## src/rtl/adc_sp_pkg.sv

```systemverilog
package adc_sp_pkg;

    typedef enum logic [1:0] {
        ST_POR  = 2'd0,
        ST_CONV = 2'd1,
        ST_DATA = 2'd2
    } seq_state_e;

    function automatic int bits_for(input int max_val);
        bits_for = (max_val < 2) ? 1 : $clog2(max_val + 1);
    endfunction

endpackage

```

## src/rtl/sp_edge_det.sv

```systemverilog
module sp_edge_det #(
    parameter logic INIT = 1'b0
) (
    input  logic clk,
    input  logic rst_n,
    input  logic d,
    output logic rise,
    output logic fall
);

    logic prev_d, prev_q;

    always_comb begin
        prev_d = d;
    end

    always_ff @(posedge clk or negedge rst_n) begin
        if (!rst_n) prev_q <= INIT;
        else        prev_q <= prev_d;
    end

    assign rise = d & ~prev_q;
    assign fall = ~d & prev_q;

endmodule

```

## src/rtl/sp_int_sck.sv

```systemverilog
module sp_int_sck
    import adc_sp_pkg::*;
#(
    parameter int SCK_HALF = 4
) (
    input  logic clk,
    input  logic rst_n,
    input  logic run,
    output logic sck
);

    localparam int HW = bits_for(SCK_HALF - 1);
    localparam logic [HW-1:0] HMAX = HW'(SCK_HALF - 1);
    localparam logic [HW-1:0] HONE = HW'(1);

    typedef struct packed {
        logic          sck;
        logic [HW-1:0] cnt;
    } gen_t;

    gen_t g_d, g_q;

    always_comb begin
        g_d = g_q;
        if (!run) begin
            g_d.sck = 1'b1;
            g_d.cnt = '0;
        end else if (g_q.cnt == HMAX) begin
            g_d.cnt = '0;
            g_d.sck = ~g_q.sck;
        end else begin
            g_d.cnt = g_q.cnt + HONE;
        end
    end

    always_ff @(posedge clk or negedge rst_n) begin
        if (!rst_n) g_q <= '{sck: 1'b1, cnt: '0};
        else        g_q <= g_d;
    end

    assign sck = g_q.sck;

    // a level is held until the half-period count is reached
    a_r10_level_hold: assert property (@(posedge clk) disable iff (!rst_n)
        (run && g_q.cnt != HMAX) |=> $stable(g_q.sck));

endmodule

```

## src/rtl/sp_conv_timer.sv

```systemverilog
module sp_conv_timer
    import adc_sp_pkg::*;
#(
    parameter int CONV_CYCLES = 200
) (
    input  logic clk,
    input  logic rst_n,
    input  logic start,
    output logic busy,
    output logic done
);

    localparam int CW = bits_for(CONV_CYCLES - 1);
    localparam logic [CW-1:0] CLOAD = CW'(CONV_CYCLES - 1);
    localparam logic [CW-1:0] CONE  = CW'(1);

    typedef struct packed {
        logic          busy;
        logic [CW-1:0] cnt;
    } tmr_t;

    tmr_t t_d, t_q;

    assign done = t_q.busy && (t_q.cnt == '0);

    always_comb begin
        t_d = t_q;
        if (start) begin
            t_d.busy = 1'b1;
            t_d.cnt  = CLOAD;
        end else if (done) begin
            t_d.busy = 1'b0;
        end else if (t_q.busy) begin
            t_d.cnt = t_q.cnt - CONE;
        end
    end

    always_ff @(posedge clk or negedge rst_n) begin
        if (!rst_n) t_q <= '0;
        else        t_q <= t_d;
    end

    assign busy = t_q.busy;

    // the sequencer never restarts a running conversion
    a_r11_no_restart: assert property (@(posedge clk) disable iff (!rst_n)
        start |-> !t_q.busy);

    // a running conversion cannot end before its count runs out
    a_r11_busy_holds: assert property (@(posedge clk) disable iff (!rst_n)
        (t_q.busy && t_q.cnt != '0) |=> t_q.busy);

endmodule

```

## src/rtl/adc_serial_seq.sv

```systemverilog
module adc_serial_seq
    import adc_sp_pkg::*;
#(
    parameter int FRAME_BITS  = 24,
    parameter int WORD_BITS   = 8,
    parameter int CONV_CYCLES = 200,
    parameter int POR_CYCLES  = 40,
    parameter int SCK_HALF    = 4,
    localparam int DATA_W     = FRAME_BITS - 2
) (
    input  logic              clk,
    input  logic              rst_n,
    input  logic              cs_n,
    input  logic              sck_in,
    input  logic              sdi,
    input  logic [DATA_W-1:0] conv_data,
    output logic              sck_out,
    output logic              sck_oe,
    output logic              sdo,
    output logic              sdo_oe,
    output logic              conv_busy,
    output logic [WORD_BITS-1:0] conv_chan,
    output logic [WORD_BITS-1:0] conv_cfg
);

    localparam int CNT_W = bits_for(FRAME_BITS);
    localparam int PW    = bits_for(POR_CYCLES - 1);

    localparam logic [CNT_W-1:0] CNT_ONE = CNT_W'(1);
    localparam logic [CNT_W-1:0] CH_EDGE = CNT_W'(WORD_BITS);
    localparam logic [CNT_W-1:0] CF_EDGE = CNT_W'(2 * WORD_BITS);
    localparam logic [CNT_W-1:0] CH_LAST = CNT_W'(WORD_BITS - 1);
    localparam logic [CNT_W-1:0] CF_LAST = CNT_W'(2 * WORD_BITS - 1);
    localparam logic [CNT_W-1:0] FR_LAST = CNT_W'(FRAME_BITS - 1);
    localparam logic [PW-1:0]    POR_END = PW'(POR_CYCLES - 1);
    localparam logic [PW-1:0]    POR_ONE = PW'(1);

    typedef struct packed {
        seq_state_e           st;
        logic [PW-1:0]        por_cnt;
        logic                 int_mode;
        logic                 cs_prev;
        logic [CNT_W-1:0]     rise_cnt;
        logic [CNT_W-1:0]     fall_cnt;
        logic [WORD_BITS-2:0] sr;
        logic [WORD_BITS-1:0] chan_stage;
        logic [WORD_BITS-1:0] cfg_stage;
        logic [WORD_BITS-1:0] chan;
        logic [WORD_BITS-1:0] cfg;
        logic [FRAME_BITS-1:0] frame;
    } seq_t;

    seq_t s_d, s_q;

    logic conv_go, conv_done;
    logic int_sck, int_run;
    logic sck_eff, sck_rise, sck_fall;
    logic cs_rise;
    logic [WORD_BITS-1:0] byte_in;
    logic sdo_bit;

    // serial clock source: host pin or local generator
    assign int_run = s_q.int_mode && (s_q.st == ST_DATA) && !cs_n;
    assign sck_eff = s_q.int_mode ? int_sck : sck_in;
    assign cs_rise = cs_n && !s_q.cs_prev;
    assign byte_in = {s_q.sr, sdi};

    sp_int_sck #(.SCK_HALF(SCK_HALF)) u_gen (
        .clk   (clk),
        .rst_n (rst_n),
        .run   (int_run),
        .sck   (int_sck)
    );

    sp_edge_det #(.INIT(1'b1)) u_sck_edge (
        .clk   (clk),
        .rst_n (rst_n),
        .d     (sck_eff),
        .rise  (sck_rise),
        .fall  (sck_fall)
    );

    sp_conv_timer #(.CONV_CYCLES(CONV_CYCLES)) u_tmr (
        .clk   (clk),
        .rst_n (rst_n),
        .start (conv_go),
        .busy  (conv_busy),
        .done  (conv_done)
    );

    always_comb begin
        s_d         = s_q;
        conv_go     = 1'b0;
        s_d.cs_prev = cs_n;
        case (s_q.st)
            ST_POR: begin
                if (s_q.por_cnt == POR_END) begin
                    s_d.int_mode = sck_in;
                    s_d.st       = ST_CONV;
                    conv_go      = 1'b1;
                end else begin
                    s_d.por_cnt = s_q.por_cnt + POR_ONE;
                end
            end
            ST_CONV: begin
                if (conv_done) begin
                    s_d.frame    = {2'b00, conv_data};
                    s_d.st       = ST_DATA;
                    s_d.rise_cnt = '0;
                    s_d.fall_cnt = '0;
                end
            end
            ST_DATA: begin
                if (cs_rise && s_q.rise_cnt != '0) begin
                    // early end: keep only words whose last bit has completed
                    if (s_q.fall_cnt >= CH_EDGE) s_d.chan = s_q.chan_stage;
                    if (s_q.fall_cnt >= CF_EDGE) s_d.cfg  = s_q.cfg_stage;
                    s_d.st  = ST_CONV;
                    conv_go = 1'b1;
                end else if (!cs_n) begin
                    if (sck_rise) begin
                        s_d.sr       = byte_in[WORD_BITS-2:0];
                        s_d.rise_cnt = s_q.rise_cnt + CNT_ONE;
                        if (s_q.rise_cnt == CH_LAST) s_d.chan_stage = byte_in;
                        if (s_q.rise_cnt == CF_LAST) s_d.cfg_stage  = byte_in;
                        if (s_q.rise_cnt == FR_LAST) begin
                            s_d.chan = s_d.chan_stage;
                            s_d.cfg  = s_d.cfg_stage;
                            s_d.st   = ST_CONV;
                            conv_go  = 1'b1;
                        end
                    end else if (sck_fall && s_q.fall_cnt < s_q.rise_cnt) begin
                        s_d.fall_cnt = s_q.fall_cnt + CNT_ONE;
                    end
                end
            end
            default: s_d.st = ST_POR;
        endcase
    end

    always_ff @(posedge clk or negedge rst_n) begin
        if (!rst_n) s_q <= '0;
        else        s_q <= s_d;
    end

    // output bit picked by the number of falling edges seen
    always_comb begin
        sdo_bit = 1'b1;
        if (s_q.st == ST_DATA) begin
            for (int i = 0; i < FRAME_BITS; i++) begin
                if (s_q.fall_cnt == CNT_W'(i)) sdo_bit = s_q.frame[FRAME_BITS-1-i];
            end
        end
    end

    assign sdo       = sdo_bit;
    assign sdo_oe    = ~cs_n;
    assign sck_out   = int_sck;
    assign sck_oe    = s_q.int_mode;
    assign conv_chan = s_q.chan;
    assign conv_cfg  = s_q.cfg;

    // a running conversion shows not-ready on the data pin
    a_r3_busy_shows_high: assert property (@(posedge clk) disable iff (!rst_n)
        (conv_busy && !cs_n) |-> sdo);

    // the mode latched at the end of the hold-off never changes
    a_r2_mode_locked: assert property (@(posedge clk) disable iff (!rst_n)
        (s_q.st != ST_POR) |=> $stable(s_q.int_mode));

    // the last rising edge of a frame launches a conversion
    a_r5_frame_end_converts: assert property (@(posedge clk) disable iff (!rst_n)
        (s_q.st == ST_DATA && !cs_n && sck_rise && s_q.rise_cnt == FR_LAST) |=> conv_busy);

    // an early end launches a conversion
    a_r6_abort_converts: assert property (@(posedge clk) disable iff (!rst_n)
        (s_q.st == ST_DATA && cs_rise && s_q.rise_cnt != '0) |=> conv_busy);

    // too few edges for the channel word leaves it alone
    a_r7_chan_kept: assert property (@(posedge clk) disable iff (!rst_n)
        (s_q.st == ST_DATA && cs_rise && s_q.fall_cnt < CH_EDGE) |=> $stable(s_q.chan));

    // too few edges for the configuration word leaves it alone
    a_r8_cfg_kept: assert property (@(posedge clk) disable iff (!rst_n)
        (s_q.st == ST_DATA && cs_rise && s_q.fall_cnt < CF_EDGE) |=> $stable(s_q.cfg));

    // a late early end commits both staged words
    a_r9_both_taken: assert property (@(posedge clk) disable iff (!rst_n)
        (s_q.st == ST_DATA && cs_rise && s_q.rise_cnt != '0 && s_q.fall_cnt >= CF_EDGE)
        |=> (s_q.chan == $past(s_q.chan_stage) && s_q.cfg == $past(s_q.cfg_stage)));

    // the generated clock rests high through a conversion
    a_r10_idle_high: assert property (@(posedge clk) disable iff (!rst_n)
        ($past(conv_busy) && conv_busy && s_q.int_mode) |-> sck_out);

endmodule

```

## config.mk

```make
export PLATFORM = sky130hd
export DESIGN_NAME = adc_serial_seq
export DESIGN_NICKNAME = d
export VERILOG_FILES = /design/src/rtl/adc_sp_pkg.sv /design/src/rtl/sp_edge_det.sv /design/src/rtl/sp_int_sck.sv /design/src/rtl/sp_conv_timer.sv /design/src/rtl/adc_serial_seq.sv
export SDC_FILE = /design/constraint.sdc
export NUM_CORES = 1
export LEC_CHECK = 0
export BUFFER_PORTS_ARGS = -buffer_cell sky130_fd_sc_hd__buf_2
export CAP_MARGIN = 10
export CORE_AREA = 3 3 131 133
export DETAILED_ROUTE_END_ITERATION = 16
export DIE_AREA = 0 0 134 136
export GPL_TIMING_DRIVEN = 0
export HOLD_SLACK_MARGIN = 0.1
export PLACE_DENSITY = 0.56
export SLEW_MARGIN = 30
export SYNTH_ARGS = -nofsm -noshare
export SYNTH_HDL_FRONTEND = slang
export SYNTH_HIERARCHICAL = 1
export SYNTH_SLANG_ARGS = --single-unit
```

## constraint.sdc

```tcl
create_clock -name clk -period 5 [get_ports clk]
set_input_delay 0.5 -clock clk [delete_from_list [all_inputs] [get_ports clk]]
set_output_delay 0.5 -clock clk [all_outputs]
set_load 0.01 [all_outputs]
```

After elaboration in Yosys (flattened, before gate mapping)
Index checks and enable logic that the tools add are counted.
- $add $sub $neg: 5
- magnitude comparators: 3
- equality and inequality tests: 45
- mux-type cells: 60
- bitwise logic cells: 8
- reductions and logical operators: 27
- operator list (kind ; count):
    2-to-1 mux 49 bit ; 1
    2-to-1 mux 8 bit ; 6
    equality test 5 x 4 -> 1 bit, second input constant ; 9
    equality test 5 bit, second input constant ; 9
    2-to-1 mux 39 bit ; 1
    2-to-1 mux 1 bit ; 33
    2-to-1 mux 33 bit ; 1
    2-to-1 mux 16 bit ; 2
    equality test 5 x 3 -> 1 bit, second input constant ; 5
    case mux 10 bit (2 select lines) ; 1
    AND reduction 5 bit ; 4
    != test 2 bit, second input constant ; 8
    2-to-1 mux 5 bit ; 3
    2-to-1 mux 2 bit ; 7
    adder 5 x 1 -> 5 bit, second input constant ; 2
    equality test 5 x 2 -> 1 bit, second input constant ; 2
    2-to-1 mux 10 bit ; 1
    nonzero test 2 bit ; 5
    2-to-1 mux 9 bit ; 1
    logical NOT 8 bit ; 1
    != test 2 x 1 -> 1 bit, second input constant ; 4
    AND reduction 2 bit ; 4
    subtractor 8 x 1 -> 8 bit, second input constant ; 1
    adder 6 x 1 -> 6 bit, second input constant ; 1
    22 further kinds ; 36
- register bits: 94
- bits of input ports: 27
- output and inout bits: 21
- logic and storage cells: 165

Logic depth before layout (Yosys ltp)
Gate-level depths: netlist of run 1.
- word-level depth: 26
- mapped depth: 9

Cells and area by module
Netlist of run 1, hierarchy kept.
- modules (own cells, without submodules) (module ; times used ; cells an instance ; area an instance (µm²) ; seq. area each (µm²)):
    adc_serial_seq ; 1 ; 406 ; 4121.5 ; 2026.9
    sp_conv_timer ; 1 ; 49 ; 498.0 ; 225.2
    sp_int_sck ; 1 ; 8 ; 116.4 ; 76.3
    sp_edge_det ; 1 ; 3 ; 41.3 ; 26.3

Worst setup path after synthesis of run 1
Ideal clock, no wire load.
- kind: reg-to-output
- start: reg s_q[63] (netlist name)
- end: out sdo
- arrival: 1996 ps
- data required time: 4500 ps
- setup slack: 2504 ps
- cell stages (with the launch flop): 9
- cells stage by stage: dfrtp_1 inv_1 ha_1 clkbuf_1 a2111oi_0 o21ai_0 a221oi_1 o21ai_0 a211o_1
- longest elaborated chain between the ends: 26
- elaborated cells on any way between the ends: 49
- ends and longest elaborated chain (item ; RTL line ; source):
    start: declaration ; adc_serial_seq.sv:53 ; seq_t s_d, s_q;
    start signal: assignment ; adc_serial_seq.sv:142 ; if (!rst_n) s_q <= '0;
    start signal: assignment ; adc_serial_seq.sv:143 ; else s_q <= s_d;
    logical NOT 5 bit ; adc_serial_seq.sv:151 ; if (s_q.fall_cnt == CNT_W'(i)) sdo_bit = s_q.frame[FRAME_BITS-1-i];
    2-to-1 mux 1 bit (23 in series) ; adc_serial_seq.sv:151 ;
    2-to-1 mux 1 bit (*) ; adc_serial_seq.sv:151 ;
    2-to-1 mux 1 bit (*) ; adc_serial_seq.sv:149 ; if (s_q.st == ST_DATA) begin
    end: declaration ; adc_serial_seq.sv:19 ; output logic sdo,
Every way passes the cells marked *; elsewhere a longest branch is shown, timed or not.

Final worst setup path of run 1
Ends and elaborated chain as after synthesis.

==> results.json, run 1 <==
{
  "power-per-cell-area_nw_per_um2": 273,
  "postLayoutCoreUtil_pct": 35.4,
  "pin_count": 48,
  "max_stage_delay_ns": 0.48,
  "mappedNetlistArea_sq_um": 4780,
  "netlist_instances": 466,
  "clkSinkCount": 94,
  "grt_use_met2_pct": 19.7,
  "path_max_fanout": 10,
  "grtUsageTotal_pct": 11.8,
  "start_util_pct": 30.0,
  "crit_slowest_cell": "dfrtp_1",
  "dpl_worst_slack_ns": 2.06,
  "die_w_um": 134,
  "crit_arrival_ns": 2.90,
  "dp_hpwl_um": 7540,
  "area_growth_pct": 18.0,
  "portBuffers": 47,
  "synth_edf_count": 0,
  "grt_pass1_wl_um": 17300,
  "crit_type": "reg -> out",
  "skew_ns": 0.00950,
  "dieArea_sq_um": 18200,
  "yosysSeqAreaShare_pct": 49.3,
  "drive_above_1_share_pct": 26.0,
  "finalSetupTns_ns": 0,
  "yosysUniqueCellTypes": 63,
  "wl_per_cell_um": 13.7,
  "totalWireLength_um": 10200,
  "ctsHoldBuffers": 1,
  "fmax_mhz": 294,
  "max-vdd-ir-drop_v": 0.000150,
  "cts_buffers": 9,
  "fillers": 1633,
  "gp_congestion": 0.810,
  "async_flop_share_pct": 100,
  "die_h_um": 136,
  "clock_latency_ns": 0.35,
  "drtIter0Drc": 208,
  "power_leakage_nw": 2.56,
  "fin_crit_sh_pct": 68.0,
  "h-tree-depth": 3,
  "multi_input_area_sq_um": 2150,
  "floorplan.core_area_sq_um": 15900,
  "yosysWarnings": 6,
  "drc": 0,
  "dr_total_vias": 3534,
  "firstDrtPassIters": 4,
  "crit_path_end_kind": "output port",
  "gr-total-overflow": 0,
  "fin_ws_ns": 1.60,
  "grt_pass1_vias": 3523,
  "crit_path_start_kind": "flop",
  "worst_pin_slew_ns": 0.673,
  "maxSlewViolCount": 0,
  "clk_pin_slew_worst_paths_ns": 0.07,
  "grt_max_degree": 72,
  "use_met3_pct": 2.37,
  "synth_seq_cells": 94,
  "critPathMostFrequentCell": "o21ai_0",
  "worstPathCellList": "inv_1, ha_1, clkbuf_1, a2111oi_0, o21ai_0, a221oi_1, o21ai_0, a211o_1, buf_2",
  "cts_buffer_depth": 2,
  "nets": 569,
  "finalSetupViolCount": 0,
  "postRouteAntennaNets": 0,
  "cts_tree": "yes",
  "required_ns": 4.50,
  "cts_resized": 0,
  "root_buffer": "clkbuf_16",
  "fin_crit_ns": 3.40,
  "synth_nets": 509,
  "ys.flop_type": "dfrtp_1",
  "max-cap-violations": 0,
  "avgSynthCellArea_sq_um": 10.3,
  "hold_viol": 0,
  "rsz0062_at_grt": "false",
  "top_usage_layer": "met2",
  "insertedDiodeCount": 0,
  "slew_headroom_pct": 54.7,
  "hold_path_class": "in -> reg",
  "cts_setup_buffers": 0,
  "status": "complete, no violations",
  "rows": 46,
  "antenna_found_initial": 0,
  "r2r_slack_ns": 2.27,
  "seq_area_sq_um": 2350,
  "use_met1_pct": 15.0,
  "viasPerCell": 4.73
}
metrics by stage:
step | instances | hold WS (ns) | total power, W | instance area (sq um)
floorplan | 466 | 0.204 | 0.000803 | 4780
global placement | 729 | 0.424 | 0.000839 | 5280
detailed placement | 730 | 0.378 | 0.000843 | 5320
CTS | 747 | 0.327 | 0.00156 | 5640
global route | 747 | 0.352 | 0.00160 | 5640
finish | 747 | 0.340 | 0.00154 | 5640
cell families (layout without fill, tap and decap cells):
logic type      count (synthesis)  in the layout  synth area share (%)
buf+inv                        54            119                  5.63
compound gates                 92             92                  13.2
mux                            41             41                  9.56
fa+ha+maj                      16             16                  4.19
flops                          94             94                  49.3
xor+xnor                        8              8                  1.47
simple gates                  161            161                  16.7
worst max-delay path, delay by kind of cell (launching register included):
kind | cells | cell delay (ns)
AO/OA/AOI/OAI | 5 | 1.27
adder cells (fa/ha/maj) | 1 | 0.29
buffers and inverters | 3 | 0.51
flip-flops | 1 | 0.48
layout make-up:
class	instances	share of cell area (%)
well taps	216	4.79
clock inverters	6	1.31
clock buffers	10	4.24
repair buffers	49	4.95
flip-flops and latches	94	41.8
plain buffers	35	3.51
multi-input cells	318	38.2
inverters	19	1.26
state kept, by name (all words and copies together) (netlist names), 2 cells and up:
register	cells
s_q	57
u_gen/g_q	2
u_tmr/t_q	8
byte_in	7
conv_chan	8
conv_cfg	8
cell usage after synthesis, drive strengths merged (3+ instances only):
cell    count  share of area (%)
nor3b       5               0.89
a21o        4               0.63
clkbuf     14                1.2
nor2       23                1.8
xnor2       6                1.1
nor2b      11                1.4
nand2b      4               0.52
nand3b      3               0.47
o21ai      23                2.4
or4         6                1.1
dfrtp      92                 48
ha         16                4.2
o31ai       3               0.47
nor3        7               0.73
nand2      76                6.0
a21oi      25                2.9
nand3       5               0.52
a22o        9                1.7
mux2i       4               0.84
inv        19                1.5
and3        5               0.65
a22oi       8                1.3
mux2       37                8.7
nand4       3               0.39
or3         3               0.42
buf        21                3.0
worst paths after layout:
check | from | end | cells past startpoint
worst max-delay path | s_q[63] | sdo | 9
worst min-delay path | conv_data[5] | s_q[5] | 3
worst max register to register | u_tmr/t_q[0] | s_q[20] | 9
worst min register to register | u_gen/g_q[0] | u_gen/g_q[0] | 1
max in group asynchronous | rst_n | u_gen/sck | 3
min in group asynchronous | rst_n | s_q[12] | 2
cells in the final DEF, fill, tap and decap left out, types with 5 or more instances in the layout:
cell type  count
a21oi_1       24
a22o_1         9
a22oi_1        8
and3_1         5
buf_2         49
buf_4         16
clkbuf_1      12
clkbuf_16      9
dfrtp_1       92
ha_1          16
inv_1         18
mux2_2        37
nand2_1       75
nand3_1        5
nor2_1        23
nor2b_1       11
nor3_1         7
o21ai_0       21
xnor2_1        6
where the power goes:
part	internal, W	switching (W)	total [W]
clock network	0.000409	0.000303	0.000712
registers	0.000766	0.00000427	0.000770
logic	0.0000229	0.0000338	0.0000567
per-layer routing:
metal  share of wire (%)  wire [um]  up-vias
met1                  47       4800     1728
met5                   0          0        -
li1                    -          -     1736
met4                 1.9        191        0
met2                  48       4930       58
met3                 3.0        311       12
(Power assumes the default switching activity.)
==> run 2: changes to the inputs <==
Settings changed: ABC_AREA set to 1, CORE_AREA 3 3 131 133 to 3 3 134 136, DIE_AREA 0 0 134 136 to 0 0 137 139, PLACE_DENSITY 0.56 to 0.58.
Clock period 5 ns to 2.84 ns, I/O delays scaled along.
==> results.json, run 2 <==
{
  "status": "finished, violations left",
  "violations": "setup timing",
  "root_buffer": "clkbuf_16",
  "power-per-cell-area_nw_per_um2": 437,
  "skew_ns": 0.00942,
  "hold_path_class": "in -> reg",
  "drive_above_1_share_pct": 17.9,
  "hold_viol": 0,
  "synth_nets": 704,
  "die_w_um": 137,
  "seq_area_sq_um": 2360,
  "start_util_pct": 29.6,
  "firstDrtPassIters": 4,
  "max-cap-violations": 0,
  "postRouteAntennaNets": 0,
  "cts_buffers": 9,
  "crit_slowest_cell": "dfrtp_2",
  "viasPerCell": 4.44,
  "avgSynthCellArea_sq_um": 7.63,
  "crit_type": "reg -> out",
  "total_power_w": 0.00263,
  "yosysTopAreaCell": "dfrtp_1",
  "largest_reg_flops": 57,
  "cts_tree": "yes",
  "max_stage_delay_ns": 0.47,
  "cts_buffer_depth": 2,
  "h-tree-depth": 3,
  "yosysMostFrequentCell": "nand2_1",
  "dpl_worst_slack_ns": -0.0406,
  "portBuffers": 47,
  "dp_hpwl_um": 8080,
  "multi_input_area_sq_um": 2240,
  "die_h_um": 139,
  "async_flop_share_pct": 100,
  "power_leakage_nw": 2.98,
  "max-vdd-ir-drop_v": 0.000290,
  "place_area_sq_um": 5590,
  "yosysUniqueCellTypes": 37,
  "final_common_cell": "nand2_1",
  "clock_latency_ns": 0.35,
  "grtUsageTotal_pct": 12.4,
  "yosysWarnings": 6,
  "wl_per_cell_um": 11.8,
  "synth_top_area_share_pct": 45.7,
  "nets": 771,
  "synth_edf_count": 0,
  "grt_pass1_vias": 3906,
  "floorplan.core_area_sq_um": 17100,
  "crit_path_end_kind": "output port",
  "grt_max_degree": 64,
  "gr-total-overflow": 0,
  "worst_pin_slew_ns": 0.613,
  "maxSlewViolCount": 0,
  "fin_ws_ns": -0.104,
  "fin_crit_ns": 2.94,
  "finalSetupTns_ns": -0.104,
  "antenna_found_initial": 0,
  "synth_seq_cells": 94,
  "mappedNetlistArea_sq_um": 5040,
  "crit_path_start_kind": "flop",
  "pin_count": 48,
  "drc": 0,
  "final_area_sq_um": 6020,
  "rsz0062_at_grt": "true",
  "critPathMostFrequentCell": "nand2_1",
  "fmax_mhz": 340,
  "synth_area_leaders": "dfrtp_1 46%, nand2_1 17%, inv_1 6.0%",
  "top_register": "s_q",
  "insertedDiodeCount": 0,
  "synth_common_cells": "224 x nand2_1, 92 x dfrtp_1, 81 x inv_1",
  "area_growth_pct": 19.5,
  "clk_pin_slew_worst_paths_ns": 0.06,
  "crit_arrival_ns": 2.66,
  "rows": 48,
  "totalWireLength_um": 11300,
  "finalSetupViolCount": 1,
  "gp_congestion": 0.794,
  "yosysSeqAreaShare_pct": 46.7,
  "fillers": 1855,
  "drtIter0Drc": 293,
  "final_cell_mix": "221 x nand2_1, 90 x dfrtp_1, 76 x inv_1",
  "dr_total_vias": 4251,
  "required_ns": 2.56,
  "clkSinkCount": 94,
  "slew_headroom_pct": 59.1,
  "ys.flop_type": "dfrtp_1",
  "netlist_instances": 661,
  "path_max_fanout": 4,
  "dieArea_sq_um": 19000,
  "fin_crit_sh_pct": 104,
  "grt_pass1_wl_um": 18900
}
run 2: cell types whose count changed after synthesis, moves of 8 or more:
cell / previous run / this run
a22o_1: 9 / 0
a21oi_1: 24 / 13
nor2b_1: 11 / 0
nand2_1: 75 / 224
o21ai_0: 21 / 57
a22oi_1: 8 / 0
nand3_1: 5 / 33
mux2_2: 37 / 3
inv_1: 18 / 81
o22ai_1: 0 / 9
nor2_1: 23 / 41
run 2: worst paths after layout:
path,cells past startpoint,end,slack [ns],start
max,30,sdo,-0.10,s_q[63]
min,3,s_q[21],0.13,conv_data[21]
max reg2reg,14,conv_chan[2],0.18,u_gen/sck
min reg2reg,1,u_gen/g_q[0],0.44,u_gen/g_q[0]
max in group asynchronous,3,u_sck_edge/prev_q,1.81,rst_n
min in group asynchronous,2,conv_cfg[1],0.39,rst_n
run 2: final cells by class:
class                      instances  share of cell area (%)
clock inverter                     5                   0.602
sequential                        94                    39.1
timing repair buffer              57                    5.75
buffer                            32                    3.16
multi-input combinational        448                    37.2
tap                              225                    4.67
inverter                          86                    5.48
clock buffer                      10                    3.97
run 2: report_power, final:
group	total (W)	switching, W	internal [W]
Combinational	0.000127	0.0000836	0.0000438
Sequential	0.00137	0.0000120	0.00136
Clock	0.00113	0.000519	0.000612
run 2: repair_timing:
| item | in CTS | in global routing |
|---|---|---|
| endpoints found under the hold margin | 31 | 0 |
| resized for setup | 20 | 10 |
| endpoints found under the setup margin | 7 | 17 |
| hold buffers | 1 | 0 |
| setup buffers | 7 | 0 |
| cloned | 0 | 1 |
| pin swaps | 5 | 0 |
run 2: per-stage QoR:
stage               utilization [%]  hold WS [ns]  std cells
detailed placement             32.8         0.195        934
global placement               32.6         0.434        933
floorplan                         -       -0.0116        661
finish                         35.3         0.130        957
CTS                            35.1         0.114        956
global route                   35.3         0.136        957
run 2: logic make-up (layout without fill, tap and decap cells):
family | after synthesis | after routing | synth area share, %
and+or+nand+nor | 331 | 331 | 27.3
buffers and inverters | 119 | 190 | 10.2
DFF | 94 | 94 | 46.7
AOI/OAI and AO/OA | 93 | 93 | 10.3
adders and majority gates | 16 | 16 | 3.97
xor gates and xnor gates | 5 | 5 | 0.869
muxes | 3 | 3 | 0.670
run 2: critical path, delay by kind of cell (launching register included):
kind / cells / cell delay, ns
buf+inv: 3 / 0.31
simple gates: 26 / 1.38
fa+ha+maj: 1 / 0.17
flops: 1 / 0.47
run 2: layer usage:
layer | wire length (um) | vias to the layer above | global-route usage, %
met5 | 0 | - | 0
met4 | 203 | 0 | 3.94
met2 | 5280 | 70 | 19.8
met3 | 416 | 13 | 3.30
met1 | 5430 | 1942 | 16.4
li1 | - | 2226 | -
==> run 3: changes to the inputs <==
Settings changed: CELL_PAD_IN_SITES_DETAIL_PLACEMENT set to 0, CELL_PAD_IN_SITES_GLOBAL_PLACEMENT set to 2, CTS_CLUSTER_DIAMETER set to 150, PLACE_DENSITY 0.58 to 0.83.
==> results.json, run 3 (same netlist as run 2, synthesis figures left out) <==
{
  "holdPathStages": 3,
  "fmax_mhz": 338,
  "grt_max_degree": 60,
  "crit_slowest_cell": "dfrtp_2",
  "nets": 777,
  "clkSinkCount": 94,
  "crit_path_end_kind": "output port",
  "maxSlewViolCount": 0,
  "grt_pass1_vias": 4218,
  "drc": 0,
  "wl_per_cell_um": 12.5,
  "required_ns": 2.56,
  "dpl_worst_slack_ns": -0.133,
  "floorplan.core_area_sq_um": 17100,
  "fin_crit_ns": 2.96,
  "dp_hpwl_um": 8820,
  "die_w_um": 137,
  "skew_ns": 0.00917,
  "rows": 48,
  "hold_path_class": "in -> reg",
  "totalWireLength_um": 12000,
  "crit_type": "reg -> out",
  "firstDrtPassIters": 4,
  "pin_count": 48,
  "antenna_found_initial": 0,
  "portBuffers": 47,
  "hold_viol": 0,
  "viasPerCell": 4.45,
  "fin_ws_ns": -0.118,
  "cts_buffers": 9,
  "fin_crit_sh_pct": 104,
  "grtUsageTotal_pct": 13.3,
  "final_cell_mix": "223 x nand2_1, 90 x dfrtp_1, 77 x inv_1",
  "cpLargestDelayFamily": "simple AND/OR/NAND/NOR gates",
  "gp_congestion": 0.832,
  "fillers": 1839,
  "crit_cells": 30,
  "dieArea_sq_um": 19000,
  "power_leakage_nw": 3.01,
  "finalSetupViolCount": 1,
  "worst-path-buf-inv": 3,
  "die_h_um": 139,
  "insertedDiodeCount": 0,
  "crit_path_start_kind": "flop",
  "total_power_w": 0.00273,
  "root_buffer": "clkbuf_16",
  "top_register": "s_q",
  "max_stage_delay_ns": 0.43,
  "finalHoldWorstSlack_ns": 0.131,
  "slew_headroom_pct": 57.0,
  "critPathMostFrequentCell": "nand2_1",
  "crit_arrival_ns": 2.67,
  "h-tree-depth": 3,
  "clk_pin_slew_worst_paths_ns": 0.07,
  "worstRegToRegCells": 14,
  "status": "finished, violations left",
  "finalSetupTns_ns": -0.118,
  "start_util_pct": 29.6,
  "postRouteAntennaNets": 0,
  "clock_latency_ns": 0.35,
  "rsz0062_at_grt": "true",
  "violations": "setup timing",
  "max-vdd-ir-drop_v": 0.000321,
  "grt_pass1_wl_um": 20100,
  "final_common_cell": "nand2_1",
  "cts_tree": "yes",
  "worst_pin_slew_ns": 0.645,
  "largest_reg_flops": 57,
  "dr_total_vias": 4289,
  "drtIter0Drc": 209,
  "cts_buffer_depth": 2,
  "area_growth_pct": 20.5,
  "path_max_fanout": 4,
  "instances_no_fill": 964,
  "numPlacedInstances": 934,
  "power-per-cell-area_nw_per_um2": 449,
  "drive_above_1_share_pct": 17.6,
  "max-cap-violations": 0,
  "gr-total-overflow": 0
}
run 3: cell type report:
cell class                 count  area (sq um)  share of cell area [%]
buffer                        32           189                    3.11
clock buffer                  12           246                    4.06
clock inverter                 4          47.5                   0.783
timing repair buffer          63           382                    6.28
inverter                      86           328                    5.40
sequential                    94          2360                    38.8
multi-input combinational    448          2240                    36.9
tap                          225           282                    4.64
run 3: timing repair:
action	in CTS	in global routing
hold buffers	1	0
gates resized for setup	19	4
endpoints found under the setup margin	9	11
pin swaps	2	1
hold endpoints to repair	35	0
cloned	0	1
setup buffers	9	4
run 3: where the power goes:
part	switching, W	total [W]	internal, W
Sequential	0.0000126	0.00137	0.00136
Combinational	0.0000852	0.000129	0.0000439
Clock	0.000521	0.00123	0.000705
run 3: per-layer routing:
layer / up-vias / track usage, % / part of all wire [%]
met2: 59 / 22.5 / 50
met1: 1981 / 16.7 / 45
met3: 12 / 2.50 / 3.0
met4: 0 / 4.83 / 1.6
li1: 2237 / - / -
met5: - / 0 / 0
run 3: final timing paths:
path	startpoint	end	slack, ns
worst max register to register	u_gen/sck	conv_chan[7]	0.24
min in group asynchronous	rst_n	conv_cfg[5]	0.40
worst min-delay path	conv_data[7]	s_q[7]	0.13
worst min register to register	u_gen/g_q[0]	u_gen/g_q[0]	0.46
worst max-delay path	s_q[63]	sdo	-0.12
max in group asynchronous	rst_n	u_sck_edge/prev_q	1.79
run 3: tightest hold or removal path, cell delays in order:
cell	delay, ns
buf_2	0.07
nand2_1	0.04
nand2_1	0.05
run 3: metrics by stage:
stage	instance area [sq um]	utilization (%)
3_5_place_dp	5590	32.8
2_1_floorplan	5040	-
3_3_place_gp	5560	32.6
6_report	6070	35.6
4_1_cts	6030	35.3
5_1_grt	6070	35.6
